--- config.mk ---
export PLATFORM = sky130hd
export DESIGN_NAME = cvt_seq_top
export DESIGN_NICKNAME = d
export VERILOG_FILES = /design/src/rtl/cvt_seq_pkg.sv /design/src/rtl/cvt_ctrl.sv /design/src/rtl/cvt_result.sv /design/src/rtl/cvt_irq.sv /design/src/rtl/cvt_seq_top.sv
export SDC_FILE = /design/constraint.sdc
export NUM_CORES = 1
export LEC_CHECK = 0
export ABC_AREA = 1
export BUFFER_PORTS_ARGS = -buffer_cell sky130_fd_sc_hd__buf_2
export CAP_MARGIN = 10
export CORE_MARGIN = 2
export CORE_UTILIZATION = 49
export CTS_BUF_LIST = sky130_fd_sc_hd__clkbuf_8 sky130_fd_sc_hd__clkbuf_16
export DETAILED_ROUTE_END_ITERATION = 10
export PLACE_DENSITY = 0.93
export SLEW_MARGIN = 20
export SYNTH_ARGS = -nofsm -noshare
export SYNTH_HDL_FRONTEND = slang
export SYNTH_SLANG_ARGS = --single-unit
--- constraint.sdc ---
create_clock -name clk -period 2.6 [get_ports clk]
set_input_delay 0.52 -clock clk [delete_from_list [all_inputs] [get_ports clk]]
set_output_delay 0.52 -clock clk [all_outputs]
set_load 0.02 [all_outputs]
--- src/rtl/cvt_seq_pkg.sv ---
package cvt_seq_pkg;

  // True when the output counted by cnt is the final one of a single run.
  function automatic logic run_is_last(input logic [7:0] cnt, input logic [7:0] dly);
    return cnt == dly;
  endfunction

  // Next overrun state: the set term has priority over the clear strobe.
  function automatic logic ovf_next(input logic cur, input logic wr, input logic rdy,
                                    input logic rd, input logic clr);
    if (wr && rdy && !rd) return 1'b1;
    if (clr)              return 1'b0;
    return cur;
  endfunction

endpackage

--- src/rtl/cvt_ctrl.sv ---
module cvt_ctrl
  import cvt_seq_pkg::*;
#(
  parameter int DLY_W = 2
) (
  input  logic             clk,
  input  logic             rst_n,
  input  logic             start_wr,
  input  logic             start_wdata,
  input  logic             mode_cont,
  input  logic [DLY_W-1:0] dly_sel,
  input  logic             flt_valid,
  output logic             start_q,
  output logic             mode_q,
  output logic             wr_evt
);
  localparam int CNT_W = DLY_W;

  logic [CNT_W-1:0] cnt_q;
  logic [DLY_W-1:0] dly_q;
  logic             single_busy;
  logic             wr_accept;
  logic             stop_req;
  logic             last_out;

  assign single_busy = start_q && !mode_q;
  assign wr_accept   = start_wr && !single_busy;
  assign stop_req    = wr_accept && !start_wdata;
  assign last_out    = run_is_last(8'(cnt_q), 8'(dly_q));

  always_comb begin
    wr_evt = 1'b0;
    if (start_q && flt_valid) begin
      if (mode_q) wr_evt = !stop_req;
      else        wr_evt = last_out;
    end
  end

  always_ff @(posedge clk or negedge rst_n) begin
    if (!rst_n) begin
      start_q <= 1'b0;
      mode_q  <= 1'b0;
      dly_q   <= '0;
      cnt_q   <= '0;
    end else if (stop_req) begin
      start_q <= 1'b0;
    end else if (wr_accept && start_wdata && !start_q) begin
      start_q <= 1'b1;
      mode_q  <= mode_cont;
      dly_q   <= dly_sel;
      cnt_q   <= '0;
    end else if (single_busy && flt_valid) begin
      if (last_out) start_q <= 1'b0;
      else          cnt_q   <= cnt_q + 1'b1;
    end
  end

  AST_SINGLE_HOLD: assert property (@(posedge clk) disable iff (!rst_n)
    (single_busy && !flt_valid) |=> start_q);

  AST_SINGLE_DONE: assert property (@(posedge clk) disable iff (!rst_n)
    (wr_evt && !mode_q) |=> !start_q);

  AST_STOP_NO_WRITE: assert property (@(posedge clk) disable iff (!rst_n)
    stop_req |-> !wr_evt);

endmodule

--- src/rtl/cvt_result.sv ---
module cvt_result
  import cvt_seq_pkg::*;
#(
  parameter int DW = 16
) (
  input  logic          clk,
  input  logic          rst_n,
  input  logic          wr_evt,
  input  logic [DW-1:0] wr_data,
  input  logic          rd_strobe,
  input  logic          ovf_clr,
  output logic [DW-1:0] result,
  output logic          rdy_flag,
  output logic          ovf_flag
);
  always_ff @(posedge clk or negedge rst_n) begin
    if (!rst_n) begin
      result   <= '0;
      rdy_flag <= 1'b0;
      ovf_flag <= 1'b0;
    end else begin
      if (wr_evt) result <= wr_data;
      if (wr_evt)         rdy_flag <= 1'b1;
      else if (rd_strobe) rdy_flag <= 1'b0;
      ovf_flag <= ovf_next(ovf_flag, wr_evt, rdy_flag, rd_strobe, ovf_clr);
    end
  end

  AST_RDY_ON_WRITE: assert property (@(posedge clk) disable iff (!rst_n)
    wr_evt |=> rdy_flag);

  AST_OVF_STICKY: assert property (@(posedge clk) disable iff (!rst_n)
    (ovf_flag && !ovf_clr) |=> ovf_flag);

endmodule

--- src/rtl/cvt_irq.sv ---
module cvt_irq (
  input  logic rdy_flag,
  input  logic ovf_flag,
  input  logic ie_rdy,
  input  logic ie_ovf,
  output logic irq
);
  logic [1:0] src;
  assign src = {ovf_flag & ie_ovf, rdy_flag & ie_rdy};
  assign irq = |src;

  always_comb begin
    if (!ie_rdy && !ie_ovf)
      AST_IRQ_MASKED: assert (!irq);
  end
endmodule

--- src/rtl/cvt_seq_top.sv ---
module cvt_seq_top #(
  parameter int DW    = 16,
  parameter int DLY_W = 2
) (
  input  logic             clk,
  input  logic             rst_n,
  input  logic             start_wr,
  input  logic             start_wdata,
  input  logic             mode_cont,
  input  logic [DLY_W-1:0] dly_sel,
  input  logic             flt_valid,
  input  logic [DW-1:0]    flt_data,
  input  logic             rd_strobe,
  input  logic             ovf_clr,
  input  logic             ie_rdy,
  input  logic             ie_ovf,
  output logic             start_q,
  output logic [DW-1:0]    result,
  output logic             rdy_flag,
  output logic             ovf_flag,
  output logic             irq
);
  logic wr_evt;
  logic mode_q;

  cvt_ctrl #(.DLY_W(DLY_W)) u_ctrl (
    .clk(clk), .rst_n(rst_n), .start_wr(start_wr), .start_wdata(start_wdata),
    .mode_cont(mode_cont), .dly_sel(dly_sel), .flt_valid(flt_valid),
    .start_q(start_q), .mode_q(mode_q), .wr_evt(wr_evt)
  );

  cvt_result #(.DW(DW)) u_res (
    .clk(clk), .rst_n(rst_n), .wr_evt(wr_evt), .wr_data(flt_data),
    .rd_strobe(rd_strobe), .ovf_clr(ovf_clr), .result(result),
    .rdy_flag(rdy_flag), .ovf_flag(ovf_flag)
  );

  cvt_irq u_irq (
    .rdy_flag(rdy_flag), .ovf_flag(ovf_flag), .ie_rdy(ie_rdy), .ie_ovf(ie_ovf),
    .irq(irq)
  );

  AST_IDLE_RESULT_STABLE: assert property (@(posedge clk) disable iff (!rst_n)
    !(start_q && flt_valid) |=> $stable(result));

  AST_CONT_KEEPS_START: assert property (@(posedge clk) disable iff (!rst_n)
    (start_q && mode_q && !start_wr) |=> start_q);

endmodule

# == Word level (Yosys, flattened, before mapping) ==
# Cells that the tools add are included.
# totals
ff_bits,24
elab_cells,55
# op_classes
n_addsub,1
n_eq_ne,2
mux,18
n_bitwise,3
reduce_logical,24
# ops
op,n
1-bit 2-to-1 mux,15
1-bit logical AND,9
1-bit logical NOT,6
2-bit 2-to-1 mux,3
2-bit nonzero test,3
3-bit nonzero test,2
2-bit AND reduction,2
3-bit AND reduction,1
2-bit by 1-bit adder with 2-bit output (second input constant),1
1-bit bitwise AND,2
2-bit equality test,1
2-bit inequality test (second input constant),1
2-bit OR reduction,1
1-bit inverter,1

# == Longest topological paths before layout ==
# Gate-level depths: netlist of the first run.
# logic_depth
depth_word,14
ltp_mapped,9
ltp_nobuf,8

# == Hierarchy ==
# Synthesis of the first run repeated with hierarchy kept, for this count alone.
# hier_totals
cells_unflattened,128
area_unflattened_um2,1082.3
# modules_own_cells
mod,instances,cells_each,area_per_inst_um2,seq_area_each_um2
cvt_result,1,77,716.9,450.4
cvt_ctrl,1,48,354.1,150.1
cvt_irq,1,3,11.3,0.0

# == Worst setup path before layout of the first run ==
# Ideal clock, no wire load.
# synth_path
kind,flip-flop to flip-flop
startpoint,reg u_ctrl.start_q
endpoint,reg u_res.result[11]
setup_time_ps,117
arrival_ps,1203
path_slack_ps,1280
stages_incl_launch_ff,7
path_buffers,1
period_less_slack_ps,1320
cell_sequence,dfrtp_1 inv_1 a31oi_4 nand3_4 buf_6 nand2_1 nand2_1
# synth_via
elab_chain_cells,7
# synth_rtl
element,line,rtl
from (decl),cvt_ctrl.sv:13,"output logic start_q,"
from (signal assigned),cvt_ctrl.sv:41,start_q <= 1'b0;
from (signal assigned),cvt_ctrl.sv:46,start_q <= 1'b0;
from (signal assigned),cvt_ctrl.sv:48,start_q <= 1'b1;
1-bit logical AND,cvt_ctrl.sv:26,assign single_busy = start_q && !mode_q;
1-bit logical NOT,cvt_ctrl.sv:27,assign wr_accept = start_wr && !single_busy;
1-bit logical AND,cvt_ctrl.sv:27,
1-bit logical AND,cvt_ctrl.sv:28,assign stop_req = wr_accept && !start_wdata;
1-bit logical NOT,cvt_ctrl.sv:34,if (mode_q) wr_evt = !stop_req;
1-bit 2-to-1 mux,cvt_ctrl.sv:34,
1-bit 2-to-1 mux *,cvt_ctrl.sv:33,if (start_q && flt_valid) begin
to (signal assigned),cvt_result.sv:22,if (wr_evt) result <= wr_data;
to (decl),cvt_result.sv:12,"output logic [DW-1:0] result,"
# Mark *: on every way between the ends. The rest lies on a longest branch, timed or not.
# A chain may end at the register's enable or synchronous reset.

# == Worst setup path in the final report of the first run ==
# layout_path
startpoint,reg u_res.rdy_flag
endpoint,out irq
# layout_via
elab_chain_cells,2
# layout_rtl
element,line,rtl
from (decl),cvt_result.sv:13,"output logic rdy_flag,"
from (signal assigned),cvt_result.sv:19,rdy_flag <= 1'b0;
from (signal assigned),cvt_result.sv:23,if (wr_evt) rdy_flag <= 1'b1;
from (signal assigned),cvt_result.sv:24,else if (rd_strobe) rdy_flag <= 1'b0;
1-bit bitwise AND,cvt_irq.sv:9,"assign src = {ovf_flag & ie_ovf, rdy_flag & ie_rdy};"
2-bit OR reduction,cvt_irq.sv:10,assign irq = |src;
to (decl),cvt_seq_top.sv:21,output logic irq
# Every way passes these cells.

==> results by stage, run 1 <==
Status:
- The flow ran to the end, and the final reports show no timing, DRC or antenna violations.

Floorplan:
- The vertical die dimension is 51.11 um.
- The floorplan step defined a die boundary enclosing roughly 0.0026 sq mm.
- The total area inside the core boundary comes to around 0.0021 sq mm.
- 48 I/O pins were placed.
- In this run the core area contains 17 standard-cell rows.
- For this configuration, the core starts out at a cell density of 0.5061.
- The x dimension of the die is 51.11 um.

Clock tree:
- At the later pin of the worst-skew pair, clock insertion delay measures around 0.26 ns.
- Post-CTS repair changed the size of 0 cells.
- The CTS tree is done.
- The number of buffers inserted by hold repair at cts is 0.
- The tree is rooted in a clkbuf_8.
- The TritonCTS buffer count is 3.
- After clock tree synthesis, the setup repair step added 0 buffers.
- The number of clock sinks seen by CTS is 24.
- Clock-pin slew was measured on the worst setup and hold paths at 0.08 ns.
- The clock passes through at most 2 buffers.
- The total number of H-tree levels is 1.

Layout:
- The ratio of cells with drive above 1 in the final layout is 0.3436.
- The layout overhead on the synthesized area is 26.93%.
- Counting the fill cells in the layout gives between 150 and 200.
- 0 antenna diodes ended up in the layout.
- The net count of the finished layout is ~190.

Synth:
- The net count after synthesis is between 100 and 150.
- Summed over all instances, the cell type with the most area after synthesis is dfrtp_1.
- Counting flops and latches in the post-synthesis netlist gives 24.
- Of the synthesized area, sequential elements account for 0.5524.
- By area the synthesized netlist is led by dfrtp_1, nand2_1, nand4_1, inv_1, a31oi_4.
- The proportion of synthesized flip-flops having asynchronous set or reset is 1.000.
- The number of enable-type register cells in the synthesized netlist is 0.
- The share of synthesized area in the top cell type comes to 0.5524.
- Yosys printed 0 warnings.
- The commonest cells after synthesis are nand2_1, dfrtp_1, nand4_1.
- The instance count of the mapped netlist is 117.
- The synthesized netlist contains 22 unique library cells.
- The per-instance average area after synthesis is slightly above 9 sq um.
- After synthesis the cells add up to around 0.0011 sq mm.
- The most used standard cell by instance count after synthesis is nand2_1.
- Among all flip-flop cells after synthesis, the most frequent one is dfrtp_1.

Drt:
- The first-pass iteration count of the detailed router is 4.
- In the routed layout, each cell is associated on average with a via count of 5.016.
- The routed layout has 958 vias.
- Once detail routing completed, the nets flagged for antenna violations numbered 0.
- The post-detailed-route DRC marker count is 0.
- The per-cell routed wire length is 11.81 um.
- The total wirelength of the detailed-routed design is 2256 um.
- In this run, the number of DRC markers left after iteration 0 of detailed routing was 15.

Global routing:
- For this run, the total global-route usage over all layers was measured as 0.1901.
- The number of global-route vias before repair came to 894.
- Global routing finished with a remaining overflow of 0.
- The initial antenna violation count was 0.
- The first global-routing pass estimated around 3700 um of wire.
- Entering global routing, the biggest net connects 25 pins.

Timing:
- The total negative slack is 0 ns.
- The routed design could run at a clock period as short as 1.547 ns.
- The worst path meets setup with 1.053 ns of slack.
- The final number of hold-violating endpoints was 0.
- The remaining max-slew budget at the tightest pin is 0.6416.
- Setup violations remaining at the end of the flow were counted as 0.
- The highest attainable clock frequency is ~0.65 GHz.
- Setup repair after global routing left no endpoint under its margin.
- At the pin with the least slew margin, the transition time is between 0.5 and 0.6 ns.
- The post-route clock period utilization is 0.5949.
- The setup clock skew after layout is between 0.005 and 0.006 ns.
- The number of slew-limit violations in the final report is 0.

Setup path:
- The type of the setup path with the least slack is flop to output pin.
- The sort of element at the start of the critical path is a flop.
- The top fanout value on the critical path is 3.
- The arrival time of the worst setup path is approximately 1 ns.
- The required time of the worst setup path is 2.08 ns.
- STA classifies the critical path endpoint as an output pin.

Placed design:
- At the end of routability-driven placement, the weighted congestion stood at 0.7998.
- The number of buffers inserted by port buffering is 47.
- The post-placement setup slack is 0.9222 ns.
- The half-perimeter wire length after placement is 1712 um.

Power and ir drop:
- Of the total power, registers draw 0.386.
- The power density of the placed cells is 1213 mW/mm^2.
- The cell internal power dissipation is 0.9335 mW.
- The proportion of total power due to net switching is 0.4422.
- The clock network fraction of total power is 0.147.
- The leakage dissipation is between 0.7 and 0.8 nW.
- The worst-case vdd ir drop is 658.8 uV.
- Of the total power, combinational logic draws 0.467.
- For this design the total switching power over the nets is 0.7402 mW.

Run:
- The reported max-cap violation count is 0.

Worst hold path:
- The tightest min-delay check is of the input port to async pin type.
cell usage in the layout, fill, tap and decap left out:
cell type   n
nand2_4     1
nand2_1    43
xnor2_1     1
nand4_1    19
a31oi_4     1
a21oi_1     2
and3_1      1
xor2_1      1
nor2_1      3
clkbuf_8    4
nand3_1     2
a22o_1      1
nand2_2     1
inv_1       8
mux2_2      1
o21ai_0     1
dfrtp_1    24
nand3_4     1
a21boi_0    1
buf_2      47
stage by stage:
stage	util	instances	hold WS (ns)	area (sq um)	power (mW)
after floorplan	-	117	0.2244	1087	1.213
after global placement	0.6168	187	0.4543	1325	1.407
after detailed placement	0.6168	187	0.4560	1325	1.440
after CTS	0.6424	191	0.2368	1380	1.685
after global routing	0.6424	191	0.2685	1380	1.801
final	0.6424	191	0.2190	1380	1.674
layer usage:
| metal | share of wire | GRT usage | routed length [um] |
|---|---|---|---|
| met1 | 0.46 | 0.2553 | 1027 |
| met2 | 0.46 | 0.3030 | 1031 |
| met3 | 0.073 | 0.02632 | 165 |
| met4 | 0.014 | 0.09009 | 31 |
| met5 | 0 | 0 | 0 |
power groups by stage:
| stage | sequential [mW] | combinational [mW] | clock, mW |
|---|---|---|---|
| after floorplan | 0.810 | 0.403 | 0 |
| after global placement | 0.645 | 0.762 | 0 |
| after detailed placement | 0.653 | 0.786 | 0 |
| after CTS | 0.647 | 0.788 | 0.250 |
| after global routing | 0.663 | 0.867 | 0.271 |
| final | 0.646 | 0.781 | 0.246 |
cells by family after synthesis:
family	Yosys count	share of synthesized area
AOI/OAI and AO/OA	6	0.04833
xor gates and xnor gates	2	0.01611
buffers and inverters	13	0.05754
DFF	24	0.5524
muxes	1	0.01036
and+or+nand+nor	71	0.3153
flip-flops by register name, indices dropped and copies added (netlist names):
signal	flops
u_res.ovf_flag	1
u_ctrl.cnt_q	2
u_res.rdy_flag	1
u_res.result	16
u_ctrl.dly_q	2
u_ctrl.mode_q	1
u_ctrl.start_q	1
final cells by class:
| class | count | area, sq um | area share |
|---|---|---|---|
| sequential | 24 | 600.6 | 0.4352 |
| multi-input combinational | 80 | 424.2 | 0.3073 |
| timing repair buffer | 47 | 235.2 | 0.1704 |
| clock buffer | 4 | 55.05 | 0.03989 |
| tap | 28 | 35.03 | 0.02539 |
| inverter | 8 | 30.03 | 0.02176 |
worst max-delay path, stage by stage (launching register included):
cell and delay [ns]:
dfrtp_1 0.39, a22o_1 0.22, buf_2 0.15
final timing paths:
path	depth (start not counted)	start	slack, ns	end
setup reg to reg	6	u_ctrl.cnt_q[0]$_DFFE_PN0P_	1.14	u_res.result[9]$_DFFE_PN0P_
min in group clk	2	rd_strobe	0.45	u_res.rdy_flag$_DFFE_PN0P_
hold / removal	1	rst_n	0.22	u_res.result[0]$_DFFE_PN0P_
max in group asynchronous	1	rst_n	2.03	u_res.result[6]$_DFFE_PN0P_
setup / recovery	2	u_res.rdy_flag$_DFFE_PN0P_	1.05	irq
hold reg to reg	2	u_res.result[6]$_DFFE_PN0P_	0.47	u_res.result[6]$_DFFE_PN0P_
(Power assumes the default switching activity.)
==> inputs of run 2 (changes only) <==
- CORE_UTILIZATION: 49 -> 46
- PLACE_DENSITY: 0.93 -> 0.89
- clock period: 2.6 -> 1.5 ns (I/O delays scaled with it)
==> run 2 against run 1 <==
Effect of this change: count of clock-buffer cells in the layout is the same; critical path type unchanged; utilization is 1.1 points lower; clock skew about the same; non-clock buffer count up 3.
==> results by stage, run 2 (same netlist as run 1, synthesis figures left out) <==
Status:
- The flow ran to the end, and the final reports show no timing, DRC or antenna violations.

Clock tree:
- Clock-pin slew was measured on the worst setup and hold paths at approximately 0.080 ns.
- The total number of H-tree levels is 1.
- Counting the buffers created by CTS gives 3.
- The insertion delay to the later sink of the worst-skew pair is around 0.26 ns.
- Clock tree synthesis selected as its root buffer the cell clkbuf_8.
- The number of clock sinks seen by CTS is 24.
- The longest clock path from root to sink contains 2 buffers.
- In this run, post-CTS hold repair placed 0 buffers.
- TritonCTS built the clock tree.

Drt:
- Before antenna repair, the detailed router went through 4 iterations.
- The detailed-route via count is about 1000.
- The total wirelength of the detailed-routed design is 2479 um.
- Dividing the detail-routed via count by the number of cells gives 5.366.
- The per-cell routed wire length is 12.78 um.
- The post-detailed-route DRC marker count is 0.
- The residual antenna-violating net count after detailed routing is 0.
- The first routing iteration left 26 violations.

Layout:
- Ranked by flip-flop count, first place goes to u_res.result.
- The register with the most flip-flops in the layout has 16 of them.
- Leaving out fill and tap cells, the most frequent cell in the layout is buf_2.
- The total of fill cells in the finished design is just under 200.
- Of the cells placed in the final design, the portion with a size suffix greater than 1 is 0.3614.
- The finished layout holds 194 standard cells, fillers aside.
- Leaving out fill and tap cells, the most frequent cells in the layout are buf_2, nand2_1, dfrtp_1.
- The largest registers in the layout are u_res.result: 16 flops, u_ctrl.cnt_q: 2 flops, u_ctrl.dly_q: 2 flops.
- The repair_antennas step left the layout with diodes totalling 0.
- The layout overhead on the synthesized area is 29.69%.
- The net count of the finished layout is 195.

Run:
- The reported max-cap violation count is 0.

Setup path:
- The biggest cell delay along the critical path is roughly 0.40 ns.
- The startpoint identified for the worst register-to-register timing path is u_ctrl.cnt_q[0]$_DFFE_PN0P_.
- The arrival time of the worst setup path is 1.05 ns.
- The launch point of the worst path is u_res.rdy_flag$_DFFE_PN0P_.
- The critical path is of the flop to output pin type.
- The worst setup path is captured at an output pin.
- For this design, the slowest cell found on the critical path is dfrtp_1.
- Walking the worst path, the cells encountered are a22o_1, buf_2.
- The required time of the worst setup path is 1.20 ns.
- The top fanout value on the critical path is 3.
- The sort of element at the start of the critical path is a flop.

Power and ir drop:
- Of the total power, combinational logic draws 0.482.
- The switching power of the nets is 1.327 mW.
- The share of total power dissipated in the clock network is 0.143.
- The leakage dissipation is 0.8029 nW.
- Internal power comes to 1.671 mW.
- The proportion of total power due to net switching is 0.4427.
- The power density of the placed cells is 2126 mW/mm^2.
- The worst-case vdd ir drop is 1187 uV.
- The share of total power in sequential cells is 0.375.

Placed design:
- In this run the tool buffered the top-level ports with 47 buffer cells.
- After detailed placement, the design holds a cell count of 190.
- Routability-driven placement finished with a final weighted congestion of 0.7780.
- The half-perimeter wire length after placement is 1903 um.

Timing:
- Setup repair after global routing left no endpoint under its margin.
- The remaining max-slew budget at the tightest pin is 0.6527.
- Setup violations remaining at the end of the flow were counted as 0.
- The number of slew-limit violations in the final report is 0.
- The final number of hold-violating endpoints was 0.
- For the pin with the worst max-slew slack, the measured transition is between 0.5 and 0.6 ns.
- The setup clock skew after layout is slightly above 0.005 ns.
- The shortest clock period the worst path allows after layout is 1.353 ns.
- In the finished design, the share of the clock period the worst path needs comes to 0.9022.
- Timing would allow up to 0.7389 GHz.
- The total negative slack is 0 ns.

Floorplan:
- 48 I/O pins were placed.
- The core region is roughly 0.0022 sq mm.
- The initial utilization of the core area, before any placement, comes to 0.4868.
- The x dimension of the die is 52.62 um.
- The vertical die dimension is 52.62 um.
- The floorplan has 17 rows.
- The area enclosed by the die boundary is 0.002768 sq mm.

Global routing:
- The number of global-route vias before repair is 1005.
- The initial antenna violation count was 0.
- In the global route stage, overall resource usage came out at 0.2007.
- Entering global routing, the biggest net connects 25 pins.
- The first global-routing pass estimated between 4000 and 5000 um of wire.
- The remaining global-route overflow is 0.

Worst hold path:
- The class of the tightest hold or removal check is input port to async pin.
==> run 2: changes by cell type in the layout (fill, tap and decap cells not counted) <==
cell     change
buf_4        +3
xnor2_1      -1
xnor2_2      +1
==> run 2: cell type report <==
| type | instances | area (sq um) | area share |
|---|---|---|---|
| repair buffers | 50 | 257.7 | 0.1828 |
| well taps | 28 | 35.03 | 0.02484 |
| flip-flops and latches | 24 | 600.6 | 0.4259 |
| clock buffers | 4 | 55.05 | 0.03904 |
| multi-input cells | 80 | 431.7 | 0.3061 |
| inverters | 8 | 30.03 | 0.02130 |
==> run 2: worst max-delay path: cells and delay by family, from the launching register on <==
kind,cells,cell delay [ns]
DFF,1,0.40
AOI/OAI and AO/OA,1,0.23
buffers and inverters,1,0.15
==> run 2: final timing paths <==
kind                                                    end  slack [ns]  cells after the start
worst max-delay path                                    irq        0.15                      2
worst min-delay path             u_res.rdy_flag$_DFFE_PN0P_      0.0003                      1
worst max register to register  u_res.result[0]$_DFFE_PN0P_        0.18                      6
worst min register to register  u_res.result[8]$_DFFE_PN0P_        0.47                      2
max in group asynchronous       u_ctrl.dly_q[1]$_DFFE_PN0P_        1.15                      1
min in group clk                 u_res.rdy_flag$_DFFE_PN0P_        0.24                      2
==> run 2: per-stage QoR <==
step                power, mW  setup slack [ns]  cell area, sq um  hold slack, ns    util
global route            3.237           0.05164              1410         0.04233  0.6314
finish                  2.998            0.1466              1410       0.0002687  0.6314
CTS                     2.992            0.1260              1403         0.01728  0.6280
floorplan               2.102            0.1799              1087        0.004409       -
global placement        2.491            0.2365              1348          0.2978  0.6034
detailed placement      2.558            0.1431              1348          0.3021  0.6034
==> run 2: timing repair <==
action	4_1_cts	5_1_grt
setup buffers	0	0
gates resized for setup	0	1
setup endpoints to repair	0	13
==> run 2: power by group through the flow <==
stage               clock network, mW  logic [mW]  registers [mW]
finish                          0.428        1.44            1.13
global route                    0.467        1.61            1.16
CTS                             0.437        1.44            1.11
detailed placement                  0        1.43            1.13
global placement                    0        1.38            1.12
floorplan                           0       0.698            1.40
==> run 2: routing by layer <==
| layer | wire (um) | global-route usage | vias up |
|---|---|---|---|
| met2 | 1277 | 0.3438 | 53 |
| met3 | 200 | 0.04571 | 8 |
| met1 | 952 | 0.2284 | 490 |
| met5 | 0 | 0 | - |
| li1 | - | - | 490 |
| met4 | 48 | 0.1111 | 0 |
==> inputs of run 3 (changes only) <==
- CORE_UTILIZATION: 46 -> 35
- PLACE_DENSITY: 0.89 -> 0.73
- TNS_END_PERCENT: not set -> 20
==> run 3 against run 2 <==
Effect of this change: flip-flop and latch count is the same; wire length grew 3.8%; critical endpoint unchanged; die area grew 29%; clock power grew 4%; sequential share of layout area shrank 0.19 points; utilization shrank 16 points; largest power group unchanged; highest routed layer unchanged; total power grew 0.19%; the run now ends with negative hold slack left.
==> results by stage, run 3 (same netlist as run 1, synthesis figures left out) <==
Worst hold path:
- The class of the tightest hold or removal check is input port to async pin.

Layout:
- The library cell used most frequently in the layout, excluding fill and tap cells, is buf_2.
- In the final layout, the share of cells above drive strength 1 is 0.3614.
- From synthesis to final layout, the design area changed by 30.26%.
- The top cell types in the final layout, fill and taps aside, are buf_2, nand2_1, dfrtp_1.
- Ranked by flip-flop count, first place goes to u_res.result.
- The repair_antennas step left the layout with diodes totalling 0.
- The net count of the finished layout is 195.
- The number of flip-flops under the largest register name is 16.
- The largest registers in the layout are u_res.result: 16 flops, u_ctrl.cnt_q: 2 flops, u_ctrl.dly_q: 2 flops.
- The filler cells instantiated in the layout total 304.

Drt:
- The count of nets left with antenna violations once routing finished came out at 0.
- The first-pass iteration count of the detailed router is 4.
- Detailed routing inserted a total of 1003 vias.
- In the routed design, unresolved DRC markers number 0.
- The total wirelength of the detailed-routed design is about 2600 um.
- The first routing iteration left 31 violations.
- Using the TritonRoute via totals, the vias-per-cell ratio works out to 5.040.
- The per-cell routed wire length is 12.92 um.

Setup path:
- The worst setup slack for register-to-register paths is 0.18 ns.
- The cell depth of the worst flop-to-flop path is 8.
- For the worst setup path, the data required time is between 1 and 1.5 ns.
- In this run the critical register-to-register path is launched from u_ctrl.cnt_q[1]$_DFFE_PN0P_.
- STA classifies the critical path endpoint as an output pin.
- Along the worst path, the maximum fanout reaches 3.
- The critical path in this run is classified as flop to output pin.
- The reg-to-reg critical path endpoint is u_res.result[6]$_DFFE_PN0P_.
- The arrival time of the worst setup path is about 1.1 ns.
- STA classifies the critical path startpoint as a flop.

Clock tree:
- The number of hold buffers added after CTS was 0.
- The total number of H-tree levels is 1.
- No sink is reached through more buffers than the 2 on the longest clock path.
- TritonCTS built the clock tree.
- Counting every sink on the clock net gives 24.
- The buffer cell driving the clock tree root is clkbuf_8.
- Post-CTS timing repair inserted 0 buffers for setup.
- The count of instances resized after the clock tree is built is 0.
- The clock slew at the register clock pins of the worst setup and hold paths is roughly 0.09 ns.
- Buffers inserted during clock tree synthesis total 3.
- The insertion delay to the later sink of the worst-skew pair is approximately 0.27 ns.

Timing:
- The final number of hold-violating endpoints is 10.
- The worst pin sits at a relative slew slack of 0.6432.
- The setup clock skew after layout is roughly 0.0076 ns.
- The post-route clock period utilization is 0.8968.
- The number of slew-limit violations in the final report came to 0.
- After routing, the total negative slack on setup checks comes to 0 ns.
- The final setup violation count is 0.
- The highest attainable clock frequency is between 0.7 and 0.8 GHz.
- The shortest clock period the worst path allows after layout is 1.345 ns.
- The transition time at the pin with the least slew margin is 0.5352 ns.
- Across all hold checks on the routed design, the worst slack comes to -0.003886 ns.
- Setup repair after global routing left no endpoint under its margin.

Power and ir drop:
- The analysis attributes to cell leakage a power of 0.8029 nW.
- The proportion of total power due to net switching is 0.4437.
- The share of total power in sequential cells is 0.376.
- Across the VDD grid, the largest voltage drop is 521.4 uV.
- The clock network fraction of total power is 0.149.
- The switching power of the nets is 1.333 mW.
- Total power for the finished layout comes to 3.004 mW.
- The power density of the placed cells is 2121 mW/mm^2.
- The power share of the combinational group is 0.475.
- The internal power of the cells totals 1.671 mW.

Global routing:
- The remaining global-route overflow is 0.
- The largest net degree at the start of global routing is 25.
- The initial antenna violation count is 0.
- The number of global-route vias before repair is 896.
- The global-route wire length before repair is 3898 um.
- The total global routing track utilization is 0.1499.

Floorplan:
- The effective utilization at floorplan is 0.3621.
- The core region is 0.003003 sq mm.
- The area enclosed by the die boundary is 0.003568 sq mm.
- The site row count is 20.
- The floorplan step set the die height to ~60 um.
- The number of ports placed on the die boundary is 48.
- The x dimension of the die is 59.74 um.

Placed design:
- Summed over all nets, the half-perimeter wirelength after detailed placement is 1922 um.
- At the end of routability-driven placement, the weighted congestion stood at ~0.74.
- The number of buffers inserted by port buffering is 47.

Status:
- The final reports fail on negative hold slack.
- The run finished, with violations left.

Run:
- The reported max-cap violation count is 0.
==> run 3: cell counts in the layout (fill, tap and decap cells not counted) <==
Identical to the previous run, type by type.
==> run 3: worst max path at each step <==
| stage | start | slack (ns) | end |
|---|---|---|---|
| after floorplan | u_ctrl.start_q$_DFFE_PN0P_ | 0.18 | u_res.result[11]$_DFFE_PN0P_ |
| after global placement | u_ctrl.cnt_q[0]$_DFFE_PN0P_ | 0.23 | u_res.result[0]$_DFFE_PN0P_ |
| after detailed placement | u_ctrl.cnt_q[0]$_DFFE_PN0P_ | 0.12 | u_res.result[6]$_DFFE_PN0P_ |
| after CTS | u_ctrl.cnt_q[0]$_DFFE_PN0P_ | 0.12 | u_res.result[6]$_DFFE_PN0P_ |
| after global routing | u_ctrl.cnt_q[1]$_DFFE_PN0P_ | 0.07 | u_res.result[14]$_DFFE_PN0P_ |
| final | u_res.rdy_flag$_DFFE_PN0P_ | 0.15 | irq |
==> run 3: metal layers <==
layer / GRT usage / part of all wire / vias up
met5: 0 / 0 / -
met4: 0.09841 / 0.025 / 0
met3: 0.02165 / 0.047 / 6
met2: 0.2702 / 0.52 / 32
met1: 0.1602 / 0.40 / 477
li1: - / - / 488
==> run 3: cell type report <==
class,instances,area (sq um),area share
Multi-Input combinational cell,80,431.7,0.3048
Inverter,8,30.03,0.02120
Clock buffer,4,55.05,0.03887
Tap cell,33,41.29,0.02915
Timing Repair Buffer,50,257.7,0.1820
Sequential cell,24,600.6,0.4240
==> run 3: power by group through the flow <==
| stage | Clock (mW) | Combinational [mW] | Sequential, mW |
|---|---|---|---|
| 6_report | 0.446 | 1.43 | 1.13 |
| 3_5_place_dp | 0 | 1.43 | 1.14 |
| 4_1_cts | 0.456 | 1.43 | 1.12 |
| 2_1_floorplan | 0 | 0.698 | 1.40 |
| 5_1_grt | 0.478 | 1.57 | 1.17 |
| 3_3_place_gp | 0 | 1.38 | 1.12 |
==> run 3: worst max-delay path, cell delays in order, from the launching register on <==
cell and delay, ns:
dfrtp_1 0.40, a22o_1 0.23, buf_2 0.15
==> run 3: through the flow <==
| step | cells | hold WS [ns] | setup slack [ns] | area (sq um) | utilization |
|---|---|---|---|---|---|
| after global routing | 199 | 0.03988 | 0.07499 | 1416 | 0.4717 |
| final | 199 | -0.003886 | 0.1548 | 1416 | 0.4717 |
| after detailed placement | 195 | 0.3151 | 0.1243 | 1354 | 0.4508 |
| after floorplan | 117 | 0.004409 | 0.1799 | 1087 | - |
| after global placement | 195 | 0.3004 | 0.2311 | 1354 | 0.4508 |
| after CTS | 199 | 0.01925 | 0.1210 | 1409 | 0.4692 |
